`config.mk`:
```
export PLATFORM = sky130hd
export DESIGN_NAME = brk_len_meter
export DESIGN_NICKNAME = d
export VERILOG_FILES = /design/src/rtl/brk_pkg.sv /design/src/rtl/brk_lz_enc.sv /design/src/rtl/brk_pat_wr.sv /design/src/rtl/brk_total_calc.sv /design/src/rtl/brk_len_meter.sv
export SDC_FILE = /design/constraint.sdc
export NUM_CORES = 1
export LEC_CHECK = 0
export ABC_AREA = 1
export BUFFER_PORTS_ARGS = -buffer_cell sky130_fd_sc_hd__buf_2
export CAP_MARGIN = 10
export CELL_PAD_IN_SITES_DETAIL_PLACEMENT = 0
export CELL_PAD_IN_SITES_GLOBAL_PLACEMENT = 2
export CORE_ASPECT_RATIO = 0.9
export CORE_UTILIZATION = 36
export DETAILED_ROUTE_END_ITERATION = 16
export GPL_TIMING_DRIVEN = 0
export PLACE_DENSITY = 0.83
export SLEW_MARGIN = 20
export SYNTH_ARGS = -nofsm -noshare
export SYNTH_HDL_FRONTEND = slang
export SYNTH_SLANG_ARGS = --single-unit
export TNS_END_PERCENT = 100
```
`constraint.sdc`:
```
create_clock -name clk -period 7 [get_ports clk]
set_input_delay 0.7 -clock clk [delete_from_list [all_inputs] [get_ports clk]]
set_output_delay 0.7 -clock clk [all_outputs]
set_load 0.005 [all_outputs]
```
`src/rtl/brk_pkg.sv`:
```
package brk_pkg;
    typedef enum logic {
        ST_IDLE  = 1'b0,
        ST_BREAK = 1'b1
    } brk_state_e;
endpackage

```
`src/rtl/brk_lz_enc.sv`:
```
// Counts zeros from bit 0 up to the lowest set bit; all-zero input yields PAT_W.
module brk_lz_enc #(
    parameter int PAT_W = 16,
    parameter int LZ_W  = $clog2(PAT_W + 1)
) (
    input  logic [PAT_W-1:0] pat,
    output logic [LZ_W-1:0]  lz
);
    always_comb begin
        lz = LZ_W'(PAT_W);
        for (int i = PAT_W - 1; i >= 0; i--) begin
            if (pat[i]) lz = LZ_W'(i);
        end
    end
endmodule

```
`src/rtl/brk_pat_wr.sv`:
```
// Writes one bit into the pattern slot at the given position.
module brk_pat_wr #(
    parameter int PAT_W = 16,
    parameter int POS_W = $clog2(PAT_W)
) (
    input  logic [PAT_W-1:0] pat_i,
    input  logic [POS_W-1:0] pos,
    input  logic             bit_val,
    output logic [PAT_W-1:0] pat_o
);
    for (genvar g = 0; g < PAT_W; g++) begin : g_slot
        assign pat_o[g] = (pos == POS_W'(g)) ? bit_val : pat_i[g];
    end
endmodule

```
`src/rtl/brk_total_calc.sv`:
```
// Combines whole characters and the fractional zero count into bits.
module brk_total_calc #(
    parameter int PAT_W = 16,
    parameter int CNT_W = 8,
    parameter int LZ_W  = $clog2(PAT_W + 1),
    parameter int TOT_W = CNT_W + LZ_W
) (
    input  logic [CNT_W-1:0] chars,
    input  logic [LZ_W-1:0]  lz,
    output logic [TOT_W-1:0] total
);
    assign total = (TOT_W'(chars) * TOT_W'(PAT_W)) + TOT_W'(lz);
endmodule

```
`src/rtl/brk_len_meter.sv`:
```
module brk_len_meter #(
    parameter int CNT_W = 8,
    parameter int PAT_W = 16,
    localparam int POS_W = $clog2(PAT_W),
    localparam int LZ_W  = $clog2(PAT_W + 1),
    localparam int TOT_W = CNT_W + LZ_W
) (
    input  logic             clk,
    input  logic             rst_n,
    input  logic             bit_en,
    input  logic             rx_bit,
    input  logic             meas_en,
    output logic [CNT_W-1:0] brk_chars,
    output logic [PAT_W-1:0] last_pat,
    output logic [TOT_W-1:0] brk_total,
    output logic             brk_end
);
    import brk_pkg::*;

    localparam logic [POS_W-1:0] POS_LAST = POS_W'(PAT_W - 1);
    localparam logic [CNT_W-1:0] CNT_MAX  = {CNT_W{1'b1}};

    typedef struct packed {
        brk_state_e       st;
        logic [CNT_W-1:0] chars;
        logic [POS_W-1:0] pos;
        logic [PAT_W-1:0] pat;
        logic [TOT_W-1:0] tot;
        logic             end_p;
    } regs_t;

    regs_t r_d, r_q;

    logic [PAT_W-1:0] pat_wr;
    logic [LZ_W-1:0]  lz_wr;
    logic [TOT_W-1:0] tot_calc;

    brk_pat_wr #(.PAT_W(PAT_W), .POS_W(POS_W)) u_wr (
        .pat_i   (r_q.pat),
        .pos     (r_q.pos),
        .bit_val (rx_bit),
        .pat_o   (pat_wr)
    );

    brk_lz_enc #(.PAT_W(PAT_W), .LZ_W(LZ_W)) u_lz (
        .pat (pat_wr),
        .lz  (lz_wr)
    );

    brk_total_calc #(.PAT_W(PAT_W), .CNT_W(CNT_W), .LZ_W(LZ_W), .TOT_W(TOT_W)) u_tot (
        .chars (r_q.chars),
        .lz    (lz_wr),
        .total (tot_calc)
    );

    always_comb begin
        r_d       = r_q;
        r_d.end_p = 1'b0;
        if (!meas_en) begin
            r_d.st = ST_IDLE;
        end else if (bit_en) begin
            case (r_q.st)
                ST_IDLE: begin
                    if (!rx_bit) begin
                        r_d.st    = ST_BREAK;
                        r_d.chars = '0;
                        r_d.pat   = '0;
                        r_d.pos   = POS_W'(1);
                    end
                end
                ST_BREAK: begin
                    if (rx_bit) begin
                        r_d.st    = ST_IDLE;
                        r_d.pat   = pat_wr;
                        r_d.tot   = tot_calc;
                        r_d.end_p = 1'b1;
                    end else if (r_q.pos == POS_LAST) begin
                        r_d.pos = '0;
                        r_d.pat = '0;
                        if (r_q.chars != CNT_MAX) begin
                            r_d.chars = r_q.chars + 1'b1;
                        end
                    end else begin
                        r_d.pos = r_q.pos + 1'b1;
                        r_d.pat = pat_wr;
                    end
                end
                default: r_d.st = ST_IDLE;
            endcase
        end
    end

    always_ff @(posedge clk or negedge rst_n) begin
        if (!rst_n) begin
            r_q <= '{st: ST_IDLE, chars: '0, pos: '0, pat: '0, tot: '0, end_p: 1'b0};
        end else begin
            r_q <= r_d;
        end
    end

    assign brk_chars = r_q.chars;
    assign last_pat  = r_q.pat;
    assign brk_total = r_q.tot;
    assign brk_end   = r_q.end_p;
endmodule

```
# ---- Word level (Yosys, flattened, before mapping)
# Index checks and enable logic that the tools add are counted.
dict set report totals {
  wordCells 81
  out_inout_bits 38
  input_bits 5
  register_bits 43
}
dict set report classes {
  bitwise_logic 1
  reduce_logical 5
  addsub 3
  muxes 45
  eq_ne 21
}
# cell n
set op_table {}
lappend op_table {{$mux 5} 16}
lappend op_table {{$pmux 29 s2} 1}
lappend op_table {{$mux 43} 1}
lappend op_table {{$eq 4x4->1 const B} 8}
lappend op_table {{$mux 29} 1}
lappend op_table {{$mux 14} 2}
lappend op_table {{$mux 20} 1}
lappend op_table {{$mux 1} 19}
lappend op_table {{$eq 4x3->1 const B} 4}
lappend op_table {{$mux 16} 1}
lappend op_table {{$mux 8} 2}
lappend op_table {{$add 12x5->13} 1}
lappend op_table {{$mux 12} 1}
lappend op_table {{$add 8x1->8 const B} 1}
lappend op_table {{$eq 4x2->1 const B} 2}
lappend op_table {{$ne 8x8->1 const B} 1}
lappend op_table {{$reduce_and 4->1} 2}
lappend op_table {{$ne 2x2->1 const B} 3}
lappend op_table {{$reduce_and 6->1} 1}
lappend op_table {{$add 4x1->4 const B} 1}
lappend op_table {{$eq 4x1->1 const B} 1}
lappend op_table {{$logic_not 4->1} 1}
lappend op_table {{$ne 2x1->1 const B} 2}
lappend op_table {{$reduce_and 3->1} 1}
lappend op_table {{$not 1->1} 1}

# ---- Logic depth before layout (Yosys ltp)
# Gate-level depths: netlist of the first run.
dict set report logic_depth {
  ltp_word 23
  ltp_mapped 21
  mapped_depth_nobuf 21
}

# ---- Modules after synthesis
# From an unflattened synthesis of the first run, not the netlist that was laid out.
dict set report hier_totals {
  cells_unflattened 432
  hier_area_um2 3035.4
}
# module area_each_um2 instances cells_per_inst seq_area_each_um2
set modules_own_cells {}
lappend modules_own_cells {brk_len_meter 2264.7 1 268 1076.0}
lappend modules_own_cells {brk_pat_wr 355.3 1 79 0.0}
lappend modules_own_cells {brk_total_calc 214.0 1 38 0.0}
lappend modules_own_cells {brk_lz_enc 201.4 1 47 0.0}

# ---- Worst setup path after synthesis of the first run
# Ideal clock, no wire load.
dict set report synth_timing {
  kind {input to register}
  from {in rx_bit}
  to {reg r_q (netlist bit brk_total[10])}
  cell_stages 13
  arrival_time_ps 2296
  setup_ps 122
  setup_slack_ps 4582
  required_ps 6878
  n_path_buf 1
  path_cell_list {inv_2 > buf_6 > o21ai_1 > nor4_2 > nand4_1 > nor2_1 > ha_1 > ha_1 > nand2_1 > nor2_1 > nand3_1 > o21ai_0 > nor2_1}
}
dict set report synth_via {
  elab_chain_len 18
  elab_cells_between_ends 34
  classes_between {add/sub: 1; mux: 32; reduce/logical: 1}
}
# item line_no
set synth_rtl {}
lappend synth_rtl {{start, declared} brk_len_meter.sv:11} ;# input logic rx_bit,
lappend synth_rtl {{$mux 1} brk_pat_wr.sv:12} ;# assign pat_o[g] = (pos == POS_W'(g)) ? bit_val : pat_i[g];
lappend synth_rtl {{$mux 5 (16 in series)} brk_lz_enc.sv:12} ;# if (pat[i]) lz = LZ_W'(i);
lappend synth_rtl {{$add 12x5->13} brk_total_calc.sv:12} ;# assign total = (TOT_W'(chars) * TOT_W'(PAT_W)) + TOT_W'(lz);
lappend synth_rtl {{end signal, assigned} brk_len_meter.sv:95} ;# r_q <= '{st: ST_IDLE, chars: '0, pos: '0, pat: '0, tot: '0, end_p: 1'b0};
lappend synth_rtl {{end signal, assigned} brk_len_meter.sv:97} ;# r_q <= r_d;
lappend synth_rtl {{end, declared} brk_len_meter.sv:32} ;# regs_t r_d, r_q;
# Parallel ways exist; a longest one is shown, timed or not.
# A chain may end at the register's enable or synchronous reset.

# ---- Final worst setup path of the first run
dict set report layout_timing {
  from {reg r_q[30] in the netlist's numbering}
  to {reg r_q (netlist bit brk_total[10])}
}
dict set report layout_via {
  elab_chain_len 19
  elab_cells_between_ends 49
  classes_between {add/sub: 1; eq/ne: 15; mux: 32; reduce/logical: 1}
}
# item line_no
set layout_rtl {}
lappend layout_rtl {{$eq 4x4->1} brk_pat_wr.sv:12}
lappend layout_rtl {{$mux 1} brk_pat_wr.sv:12}
lappend layout_rtl {{$mux 5 (15 in series)} brk_lz_enc.sv:12}
lappend layout_rtl {{$mux 5 (*)} brk_lz_enc.sv:12}
lappend layout_rtl {{$add 12x5->13 (*)} brk_total_calc.sv:12}
# Every way passes the cells marked *; elsewhere a longest branch is shown, timed or not.

==> results of run 1 <==
-- cell type report --
type                    instances  area (sq um)  share of cell area
inverters                      34           128              0.0408
multi-input cells             217          1160               0.370
plain buffers                  44           327               0.104
clock buffers                   5          68.8              0.0220
repair buffers                 42           213              0.0679
flip-flops and latches         43          1080               0.344
well taps                      93           116              0.0372
clock inverters                 3          43.8              0.0140
-- per-stage QoR --
stage	instances	hold WS [ns]	power [mW]	instance area (sq um)	setup slack [ns]
3_3_place_gp	473	0.463	0.438	3020	4.03
4_1_cts	481	0.488	0.640	3130	4.14
6_report	481	0.387	0.629	3130	4.17
5_1_grt	481	0.428	0.669	3130	3.84
2_1_floorplan	338	0.404	0.390	2690	4.58
3_5_place_dp	473	0.467	0.440	3020	3.99
-- cell usage after synthesis --
library cell	count
nand2_1	74
dfrtp_1	43
buf_4	37
nand3_1	35
o21ai_0	31
inv_1	24
nor2_1	24
inv_2	10
xor2_1	9
ha_1	7
o21ai_1	6
a21oi_1	5
clkbuf_1	4
buf_6	3
nor2_4	3
nor3_1	3
o22ai_1	2
xnor2_1	2
a21o_1	1
a21oi_2	1
a21oi_4	1
a31oi_1	1
a32o_1	1
nand2_2	1
nand3_2	1
nand3_4	1
nand4_1	1
nand4_2	1
nor2_2	1
nor3b_1	1
nor4_2	1
o211ai_1	1
o21ai_4	1
o32ai_1	1
-- cells by family after synthesis --
family / after synthesis
buf+inv: 78
compound gates: 52
flops: 43
xor+xnor: 11
simple gates: 147
fa+ha+maj: 7
-- state kept, by name, indices dropped and copies added (netlist names) --
signal / count
brk_chars: 8
last_pat: 16
brk_total: 13
brk_end: 1
r_q: 5
-- layer usage --
layer,wire (microns),vias to the layer above
li1,-,1168
met5,0,-
met3,262,4
met1,3410,1016
met2,2470,52
met4,70,0
-- worst max path at each step --
stage                                    from                   endpoint  cells past startpoint
after detailed placement               rx_bit  brk_total[10]$_DFFE_PN0P_                     14
after floorplan                        rx_bit  brk_total[10]$_DFFE_PN0P_                     13
after CTS                 r_q[30]$_DFFE_PN0P_  brk_total[10]$_DFFE_PN0P_                     15
after global routing      r_q[30]$_DFFE_PN0P_  brk_total[10]$_DFFE_PN0P_                     15
final                     r_q[30]$_DFFE_PN0P_  brk_total[10]$_DFFE_PN0P_                     15
after global placement                 rx_bit  brk_total[10]$_DFFE_PN0P_                     14
-- critical path, stage by stage, from the launching register on --
cell and delay [ns]:
dfrtp_1 0.44, inv_1 0.11, ha_1 0.29, nand3_1 0.14, nand2_1 0.07, o21ai_0 0.13
nor4_2 0.38, nand4_1 0.13, nor2_1 0.12, ha_1 0.22, ha_1 0.20, nand2_1 0.09
nor2_1 0.14, nand3_1 0.11, o21ai_0 0.09, nor2_1 0.06
-- power groups by stage --
stage | clock network [mW] | registers [mW] | logic, mW
finish | 0.196 | 0.287 | 0.146
global placement | 0 | 0.293 | 0.145
CTS | 0.205 | 0.287 | 0.148
detailed placement | 0 | 0.292 | 0.147
floorplan | 0 | 0.287 | 0.103
global route | 0.214 | 0.291 | 0.164
==> results.txt, run 1 <==
Status -> complete, no violations
Biggest area consumer among synthesized cells -> dfrtp_1
Post-synthesis simple-gate area fraction -> 0.249
Clock skew -> 0.00818 ns
Vias in the first global route -> 2028
Post-synth top area share -> 0.400
Routed wire length -> 6210 microns
Mux cell area share after synthesis -> 0
Worst Path Class, Setup -> flip-flop to flip-flop
Post-route ant nets -> 0
CTS tree -> yes
Max Clk Rate -> 0.354 GHz
Die area -> 7820 sq um
Clock power frac -> 0.312
Cts hold-fix bufs -> 0
Post-Synth Adder-Cell Area -> 0.0326
Layout cells sized above 1 -> 0.289
Busiest grt layer -> met1
Final #Nets -> 399
Largest family of logic cells by synthesized area -> simple AND/OR/NAND/NOR gates
Synth top area cells -> dfrtp_1 (40%), buf_4 (10%), nand2_1 (10%)
Synth Area per Inst -> 7.96 sq um
Syn nets -> 350
Post-CTS resize count -> 0
Internal -> 0.442 mW
#FFs+latches synth -> 43
Worst slew pin tran -> 0.607 ns
MaxCap Viol Count -> 0
Post-route DRC -> 0
Largest net degree at the start of global routing -> 44
Crit path DAT -> 3.02 ns
Syn Inst Count -> 338
Clock Sinks -> 43
CTS max path bufs -> 2
First-pass DRT Iterations -> 4
Grt met2 use -> 0.235
Number of I/O pins -> 43
Fin. max-slew vios -> 0
H-tree levels -> 2
DR WL/cell -> 12.9 microns
Total grt overflow -> 0
Most frequent cells in the layout -> nand2_1 (74), dfrtp_1 (43), buf_2 (41)
Die Wd -> 93.1 microns
Filler Cell Count -> 752
Leading cell type in the layout, fill and taps excluded -> nand2_1
Crit end category -> flip-flop
Final Wtd Congestion -> 0.791
Sw Ratio -> 0.296
R2R Path Start -> r_q[30]$_DFFE_PN0P_
Total number of vias -> 2240
TritonCTS buffer count -> 5
Compound-Gate Fraction of Synth Area -> 0.113
CORE AREA -> 7150 sq um
Iteration-0 DRC Markers -> 123
HPWL Detailed -> 4650 microns
Max VDD drop -> 0.0839 mV
Num rows -> 29
HP Class -> primary input to asynchronous set/reset pin
Root Buffer -> clkbuf_8
R2r setup slk -> 4.17 ns
Chip Height -> 84.0 microns
TNS Setup -> 0 ns
PD cells -> 201 nW/um^2
Critical path launch point type -> flip-flop
N_diodes -> 0
Logic pwr share -> 0.231
First-pass GRT wire length -> 10500 microns
Vias per cell -> 4.66
Met1 usage -> 0.276
Final min period -> 2.83 ns
Area delta synth->final -> 16.4%
Met3 usage in global routing -> 0.0291
Final hold vios -> 0
Overall Global Routing Usage -> 0.174
FF-to-FF path depth -> 15
Register area share after synthesis -> 0.400
Sw power -> 0.186 mW
Xor/xnor share of the synthesized area -> 0.0358
Unrepaired setup endpoints after global routing -> no
I/O Buffers -> 42
Crit path required time -> 7.20 ns
Syn. warnings -> 0
Finished Core Util -> 0.438
Initial antenna violation count -> 0
Fin crit share -> 0.404
Post-Syn Area -> 2690 sq um
Reg power frac -> 0.457
Reg clk slew, reported paths -> 0.09 ns
Setup Viol. Count Final -> 0
Initial Utilization -> 0.376
Max_slew headroom -> 0.595
LEAKAGE -> 1.63 nW
Setup Buffers After CTS -> 0
Netlist cell types -> 34
Largest fanout on the critical path -> 6
Clk Latency, worst-skew pair -> 0.30 ns
R2R Path End -> brk_total[10]$_DFFE_PN0P_
Note: power is estimated with default switching activity, not from simulation.
==> run 2, diff against run 1 <==
Settings changed: ABC_AREA 1 to 0, CORE_UTILIZATION 36 to 31, PLACE_DENSITY 0.83 to 0.72.
Clock period 7 ns to 2.6 ns, I/O delays scaled along.
==> run 2 against run 1 <==
Effect of this change: setup slack got worse by 4.1 ns; sequential cell count did not move; synthesized cell count fell by 13%; first-iteration DRC count fell by 26%; global-route usage fell by 0.43 points; core utilization rose by 0.53 points; worst hold slack got worse by 0.14 ns; count of clock-buffer cells in the layout rose by 1; combinational power rose by 120%; largest power group unchanged.
==> results.txt, run 2 <==
Final std cells w/o fill -> 491 (+2.1%)
Met3 usage in global routing -> 0.0302 (+0.00104)
Total number of vias -> 2296 (+2.5%)
Worst Path Class, Setup -> flip-flop to flip-flop
CP top delay family -> simple AND/OR/NAND/NOR gates
Busiest grt layer -> met1
HPWL Detailed -> 4630 microns (-0.44%)
HP Class -> primary input to flip-flop
Syn Inst Count -> 294 (-13%)
Most frequent cells in the layout -> buf_4 (70), buf_2 (48), nand2_1 (44)
Max incr delay on CP -> 0.47 ns (+0.03 ns)
Crit path required time -> 2.82 ns (-4.38 ns)
Largest net degree at the start of global routing -> 44 (unchanged)
Final #Nets -> 387 (-3.0%)
#FFs+latches synth -> 43 (unchanged)
Number of I/O pins -> 43 (unchanged)
Fin crit share -> 0.978 (+0.574)
First-pass GRT wire length -> 12000 microns (+14%)
TritonCTS buffer count -> 5 (unchanged)
Crit path DAT -> 2.77 ns (-0.25 ns)
Max VDD drop -> 0.161 mV (+91%)
Crit path cell chain -> inv_4, ha_4, nand3b_1, mux2i_2, nand2_1, nor3_2, o2111a_1, ha_4, ha_4, buf_4, nand3_2, o31ai_2
Syn nets -> 306 (-13%)
Sw power -> 0.444 mW (+140%)
CTS max path bufs -> 2 (unchanged)
Netlist cell types -> 43 (+26%)
Clock Sinks -> 43 (unchanged)
Clk Latency, worst-skew pair -> 0.30 ns (about the same)
H-tree levels -> 2 (unchanged)
Hold WS -> 0.251 ns (-0.136 ns)
Crit end category -> flip-flop
Design Power -> 1.49 mW (+140%)
CTS tree -> yes
CORE AREA -> 8260 sq um (+16%)
Post-Syn Area -> 2710 sq um (+0.60%)
Clock skew -> 0.00573 ns (-0.00245 ns)
Critical-path top delay cell -> dfrtp_2
LEAKAGE -> 1.74 nW (+6.1%)
Commonest cells in the netlist -> nand2_1 (45), dfrtp_1 (43), buf_4 (38)
Max Clk Rate -> 0.393 GHz (+11%)
MaxCap Viol Count -> 0 (unchanged)
Layout cells sized above 1 -> 0.463 (+0.174)
Post-placement cell count -> 450 (-4.9%)
Count leader, synth -> nand2_1
Initial Utilization -> 0.327 (-0.0487)
Syn. warnings -> 0 (unchanged)
DR WL/cell -> 14.6 microns (+13%)
Status -> complete, no violations
Area delta synth->final -> 35.4%
Total grt overflow -> 0 (unchanged)
Root Buffer -> clkbuf_8
I/O Buffers -> 41 (-2.4%)
Die area -> 9100 sq um (+16%)
Unrepaired setup endpoints after global routing -> yes
Vias per cell -> 4.68 (+0.41%)
Sw Ratio -> 0.298 (+0.00182)
Internal -> 1.04 mW (+140%)
Grt met2 use -> 0.245 (+0.00957)
Initial antenna violation count -> 0 (unchanged)
Final hold vios -> 0 (unchanged)
Filler Cell Count -> 844 (+12%)
Max reg flops -> 16 (unchanged)
Post-synth EDFFs -> 0 (unchanged)
Max_slew headroom -> 0.511 (-0.0844)
Post-route DRC -> 0 (unchanged)
Clock power frac -> 0.298 (-0.014)
First-pass DRT Iterations -> 4 (unchanged)
Num rows -> 31 (+6.9%)
Synth Area per Inst -> 9.20 sq um (+16%)
Logic pwr share -> 0.214 (-0.017)
Worst slew pin tran -> 0.734 ns (+0.127 ns)
Leading cell type in the layout, fill and taps excluded -> buf_4
Worst path most repeated cell -> ha_4
Largest fanout on the critical path -> 5 (-1)
Met1 usage -> 0.257 (-0.0191)
Critical path launch point type -> flip-flop
Synth top area cells -> dfrtp_1 (40%), buf_4 (11%), nand2_1 (6.2%)
Die Wd -> 100 microns (+7.9%)
Setup Viol. Count Final -> 0 (unchanged)
Worst Path Buf+Inv -> 2 (+1)
Chip Height -> 90.6 microns (+7.9%)
Register area share after synthesis -> 0.398 (-0.00241)
Iteration-0 DRC Markers -> 91 (-26%)
Vias in the first global route -> 2292 (+13%)
Routed wire length -> 7190 microns (+16%)
Post-synth top area share -> 0.398 (-0.00241)
Reg clk slew, reported paths -> 0.09 ns (about the same)
Main synth FF type -> dfrtp_1
Biggest area consumer among synthesized cells -> dfrtp_1
Final min period -> 2.54 ns (-0.285 ns)
N_diodes -> 0 (unchanged)
Final Wtd Congestion -> 0.777 (-1.9%)
Post-route ant nets -> 0 (unchanged)
PD cells -> 407 nW/um^2 (+100%)
Async set or reset register ratio after synthesis -> 1.00 (unchanged)
Fin. max-slew vios -> 0 (unchanged)
Reg power frac -> 0.488 (+0.031)
Overall Global Routing Usage -> 0.170 (-0.00426)
[run 2: through the flow]
step / TNS, ns / utilization / worst slack, ns / instance area (sq um)
after floorplan: 0 / - / 0.000457 / 2710
after global placement: -2.42 / 0.370 / -0.485 / 3050
after detailed placement: -2.52 / 0.370 / -0.524 / 3050
after CTS: 0 / 0.426 / 0.00566 / 3520
after global routing: -0.654 / 0.443 / -0.158 / 3660
final: 0 / 0.443 / 0.0575 / 3660
[run 2: path summary, 6_finish.rpt]
check                                              start                   endpoint  slack, ns  cells after the start
min in group asynchronous                          rst_n   brk_chars[4]$_DFFE_PN0P_       0.48                      2
worst min-delay path                             meas_en        r_q[42]$_DFFE_PN0P_       0.25                      2
worst min register to register  brk_total[5]$_DFFE_PN0P_   brk_total[5]$_DFFE_PN0P_       0.48                      2
max in group asynchronous                          rst_n        r_q[31]$_DFFE_PN0P_       1.70                      2
worst max-delay path                 r_q[31]$_DFFE_PN0P_  brk_total[12]$_DFFE_PN0P_       0.06                     12
worst max register to register       r_q[31]$_DFFE_PN0P_  brk_total[12]$_DFFE_PN0P_       0.06                     12
[run 2: what timing repair did]
item	CTS	global route
endpoints found under the hold margin	0	23
setup buffers	24	10
setup endpoints to repair	9	9
hold buffers	0	1
pin swaps	10	12
resized for setup	42	16
[run 2: cell families after synthesis]
kind of cell | synth area share
compound gates | 0.125
xor+xnor | 0.0389
fa+ha+maj | 0.0324
buf+inv | 0.141
flops | 0.398
mux | 0.0740
simple gates | 0.191
[run 2: cell type report]
type / instances / area [sq um] / area share
tap: 115 / 144 / 0.0393
buffer: 52 / 363 / 0.0991
inverter: 5 / 23.8 / 0.00649
clock inverter: 2 / 12.5 / 0.00342
clock buffer: 6 / 72.6 / 0.0198
multi-input combinational: 194 / 1510 / 0.411
sequential: 43 / 1080 / 0.294
timing repair buffer: 74 / 462 / 0.126
[run 2: metal layers]
metal	part of all wire	routed length, microns
met2	0.43	3070
met4	0.013	90
met1	0.52	3760
met5	0	0
met3	0.037	267
[run 2: power by group through the flow]
stage	sequential [mW]	clock (mW)	combinational (mW)
floorplan	0.726	0	0.166
global placement	0.733	0	0.249
detailed placement	0.732	0	0.247
CTS	0.726	0.459	0.304
global route	0.732	0.489	0.349
finish	0.726	0.444	0.318
==> run 3, diff against run 2 <==
--- a/config.mk
+++ b/config.mk
@@ -16,3 +16,5 @@
 export GPL_TIMING_DRIVEN = 0
+export MAX_ROUTING_LAYER = met4
 export PLACE_DENSITY = 0.72
+export RECOVER_POWER = 100
 export SLEW_MARGIN = 20
--- a/constraint.sdc
+++ b/constraint.sdc
@@ -3,2 +3,2 @@
 set_output_delay 0.26 -clock clk [all_outputs]
-set_load 0.005 [all_outputs]
+set_load 0.01 [all_outputs]
==> run 3 against run 2 <==
Effect of this change: design area down 0.82%; die area unchanged; cell count is the same; combinational power grew 1%; maximum frequency rose by 0.30%; setup slack better by 0.0076 ns; global-route usage increased by 0.45 points; routed wire length about the same; count of clock-buffer cells in the layout did not move; via count grew 1.5%; largest cell class unchanged; largest power group unchanged.
==> results.txt, run 3 (synthesis results as in run 2) <==
H-tree levels -> 2 (unchanged)
Max Clk Rate -> 0.394 GHz (+0.30%)
Fin worst setup slack -> 0.0651 ns (+0.00764 ns)
Leading cell type in the layout, fill and taps excluded -> buf_4
Largest net degree at the start of global routing -> 44 (unchanged)
Post-route ant nets -> 0 (unchanged)
Clock power frac -> 0.297 (about the same)
Area after DPL -> 3050 sq um (unchanged)
Met3 usage in global routing -> 0.0302 (unchanged)
Die Wd -> 100 microns (unchanged)
CTS tree -> yes
Fin crit share -> 0.975 (-0.00294)
Filler Cell Count -> 857 (+1.5%)
CTS max path bufs -> 2 (unchanged)
Root Buffer -> clkbuf_8
TNS Setup -> 0 ns (unchanged)
Max_slew headroom -> 0.243 (-0.267)
Unrepaired setup endpoints after global routing -> yes
Max VDD drop -> 0.159 mV (-1.2%)
TritonCTS buffer count -> 5 (unchanged)
Vias in the first global route -> 2291 (-0.044%)
Crit path DAT -> 2.76 ns (about the same)
Final min period -> 2.53 ns (-0.00764 ns)
Worst slew pin tran -> 1.13 ns (+0.401 ns)
Fin. max-slew vios -> 0 (unchanged)
Final Wtd Congestion -> 0.787 (+1.4%)
Critical path origin -> r_q[31]$_DFFE_PN0P_
Most frequent cells in the layout -> buf_4 (57), nand2_1 (44), dfrtp_1 (41)
Final #Nets -> 387 (unchanged)
I/O Buffers -> 41 (unchanged)
Layout cells sized above 1 -> 0.404 (-0.0585)
Clock Sinks -> 43 (unchanged)
Reg power frac -> 0.487 (about the same)
HP Class -> primary input to flip-flop
Overall Global Routing Usage -> 0.174 (+0.00451)
Die area -> 9100 sq um (unchanged)
Logic pwr share -> 0.216 (+0.002)
Reg clk slew, reported paths -> 0.09 ns (about the same)
R2R Path Start -> r_q[31]$_DFFE_PN0P_
Post-route cell area -> 3630 sq um (-0.82%)
First-pass DRT Iterations -> 4 (unchanged)
Hold path start -> meas_en
Status -> complete, no violations
Met1 usage -> 0.254 (-0.00243)
Routed wire length -> 7190 microns (about the same)
Vias per cell -> 4.75 (+1.5%)
Place WS -> -0.524 ns (unchanged)
Clock skew -> 0.00548 ns (-0.000251 ns)
Total number of vias -> 2330 (+1.5%)
Clk Latency, worst-skew pair -> 0.30 ns (about the same)
LEAKAGE -> 1.63 nW (-5.8%)
Total grt overflow -> 0 (unchanged)
Initial antenna violation count -> 0 (unchanged)
Chip Height -> 90.6 microns (unchanged)
Critical path launch point type -> flip-flop
Setup Viol. Count Final -> 0 (unchanged)
CORE AREA -> 8260 sq um (unchanged)
First-pass GRT wire length -> 12000 microns (-0.23%)
Initial Utilization -> 0.327 (unchanged)
Max reg flops -> 16 (unchanged)
Largest fanout on the critical path -> 5 (unchanged)
Grt met2 use -> 0.247 (+0.00171)
Number of I/O pins -> 43 (unchanged)
Final hold vios -> 0 (unchanged)
Finished Core Util -> 0.440 (-0.00363)
Area delta synth->final -> 34.3%
Crit end category -> flip-flop
Iteration-0 DRC Markers -> 109 (+20%)
Worst Path Class, Setup -> flip-flop to flip-flop
HPWL Detailed -> 4630 microns (unchanged)
PD cells -> 410 nW/um^2 (+0.92%)
MaxCap Viol Count -> 0 (unchanged)
Sw power -> 0.452 mW (+1.7%)
Busiest grt layer -> met1
Post-route DRC -> 0 (unchanged)
Crit path required time -> 2.82 ns (about the same)
N_diodes -> 0 (unchanged)
DR WL/cell -> 14.6 microns (about the same)
Num rows -> 31 (unchanged)
Sw Ratio -> 0.303 (+0.00474)
Internal -> 1.04 mW (-0.58%)
## run 3: cell count changes in the layout (fill, tap and decap cells not counted)
cell	delta
buf_2	-22
clkbuf_1	+22
buf_4	-13
clkbuf_4	+12
clkbuf_2	+1
## run 3: area by class of cell
class,count,area [sq um],share of cell area
Clock inverter,2,12.5,0.00344
Inverter,5,23.8,0.00654
Timing Repair Buffer,74,433,0.119
Sequential cell,43,1080,0.297
Tap cell,115,144,0.0396
Buffer,52,362,0.0996
Multi-Input combinational cell,194,1510,0.415
Clock buffer,6,72.6,0.0200
## run 3: power groups by stage
stage	clock network [mW]	logic, mW	registers [mW]
floorplan	0	0.176	0.726
global placement	0	0.258	0.733
detailed placement	0	0.257	0.732
CTS	0.459	0.313	0.726
global route	0.488	0.352	0.732
finish	0.442	0.322	0.726
## run 3: critical path, stage by stage (launching register included)
cell and delay [ns]:
dfrtp_2 0.49, ha_4 0.21, nand3b_1 0.14, mux2i_2 0.28, nand2_1 0.14, nor3_2 0.21
o2111a_1 0.26, ha_4 0.16, ha_4 0.14, buf_4 0.13, nand3_2 0.07, o31ai_2 0.21
## run 3: metrics by stage
step	total power, mW	hold WS, ns	std cells
2_1_floorplan	0.902	-0.0356	294
3_3_place_gp	0.991	0.466	450
3_5_place_dp	0.989	0.472	450
4_1_cts	1.50	0.170	482
5_1_grt	1.57	0.248	491
6_report	1.49	0.254	491
## run 3: path summary, 6_finish.rpt
path	endpoint	slack, ns	cells after the start
setup / recovery	brk_total[12]$_DFFE_PN0P_	0.07	11
hold / removal	r_q[42]$_DFFE_PN0P_	0.25	2
setup reg to reg	brk_total[12]$_DFFE_PN0P_	0.07	11
hold reg to reg	brk_total[5]$_DFFE_PN0P_	0.48	2
max in group asynchronous	r_q[31]$_DFFE_PN0P_	1.14	2
min in group asynchronous	brk_chars[4]$_DFFE_PN0P_	0.70	2
## run 3: what timing repair did
action | in CTS | in global routing
endpoints found under the hold margin | 0 | 23
setup buffers | 24 | 10
endpoints found under the setup margin | 9 | 9
pin swaps | 10 | 12
resized for setup | 42 | 16
gates cloned | 0 | 0
hold buffers | 0 | 1
## run 3: per-layer routing
metal / vias to the layer above / share of wire
li1: 1150 / -
met1: 1113 / 0.51
met2: 60 / 0.43
met3: 7 / 0.045
met4: 0 / 0.012
met5: - / 0
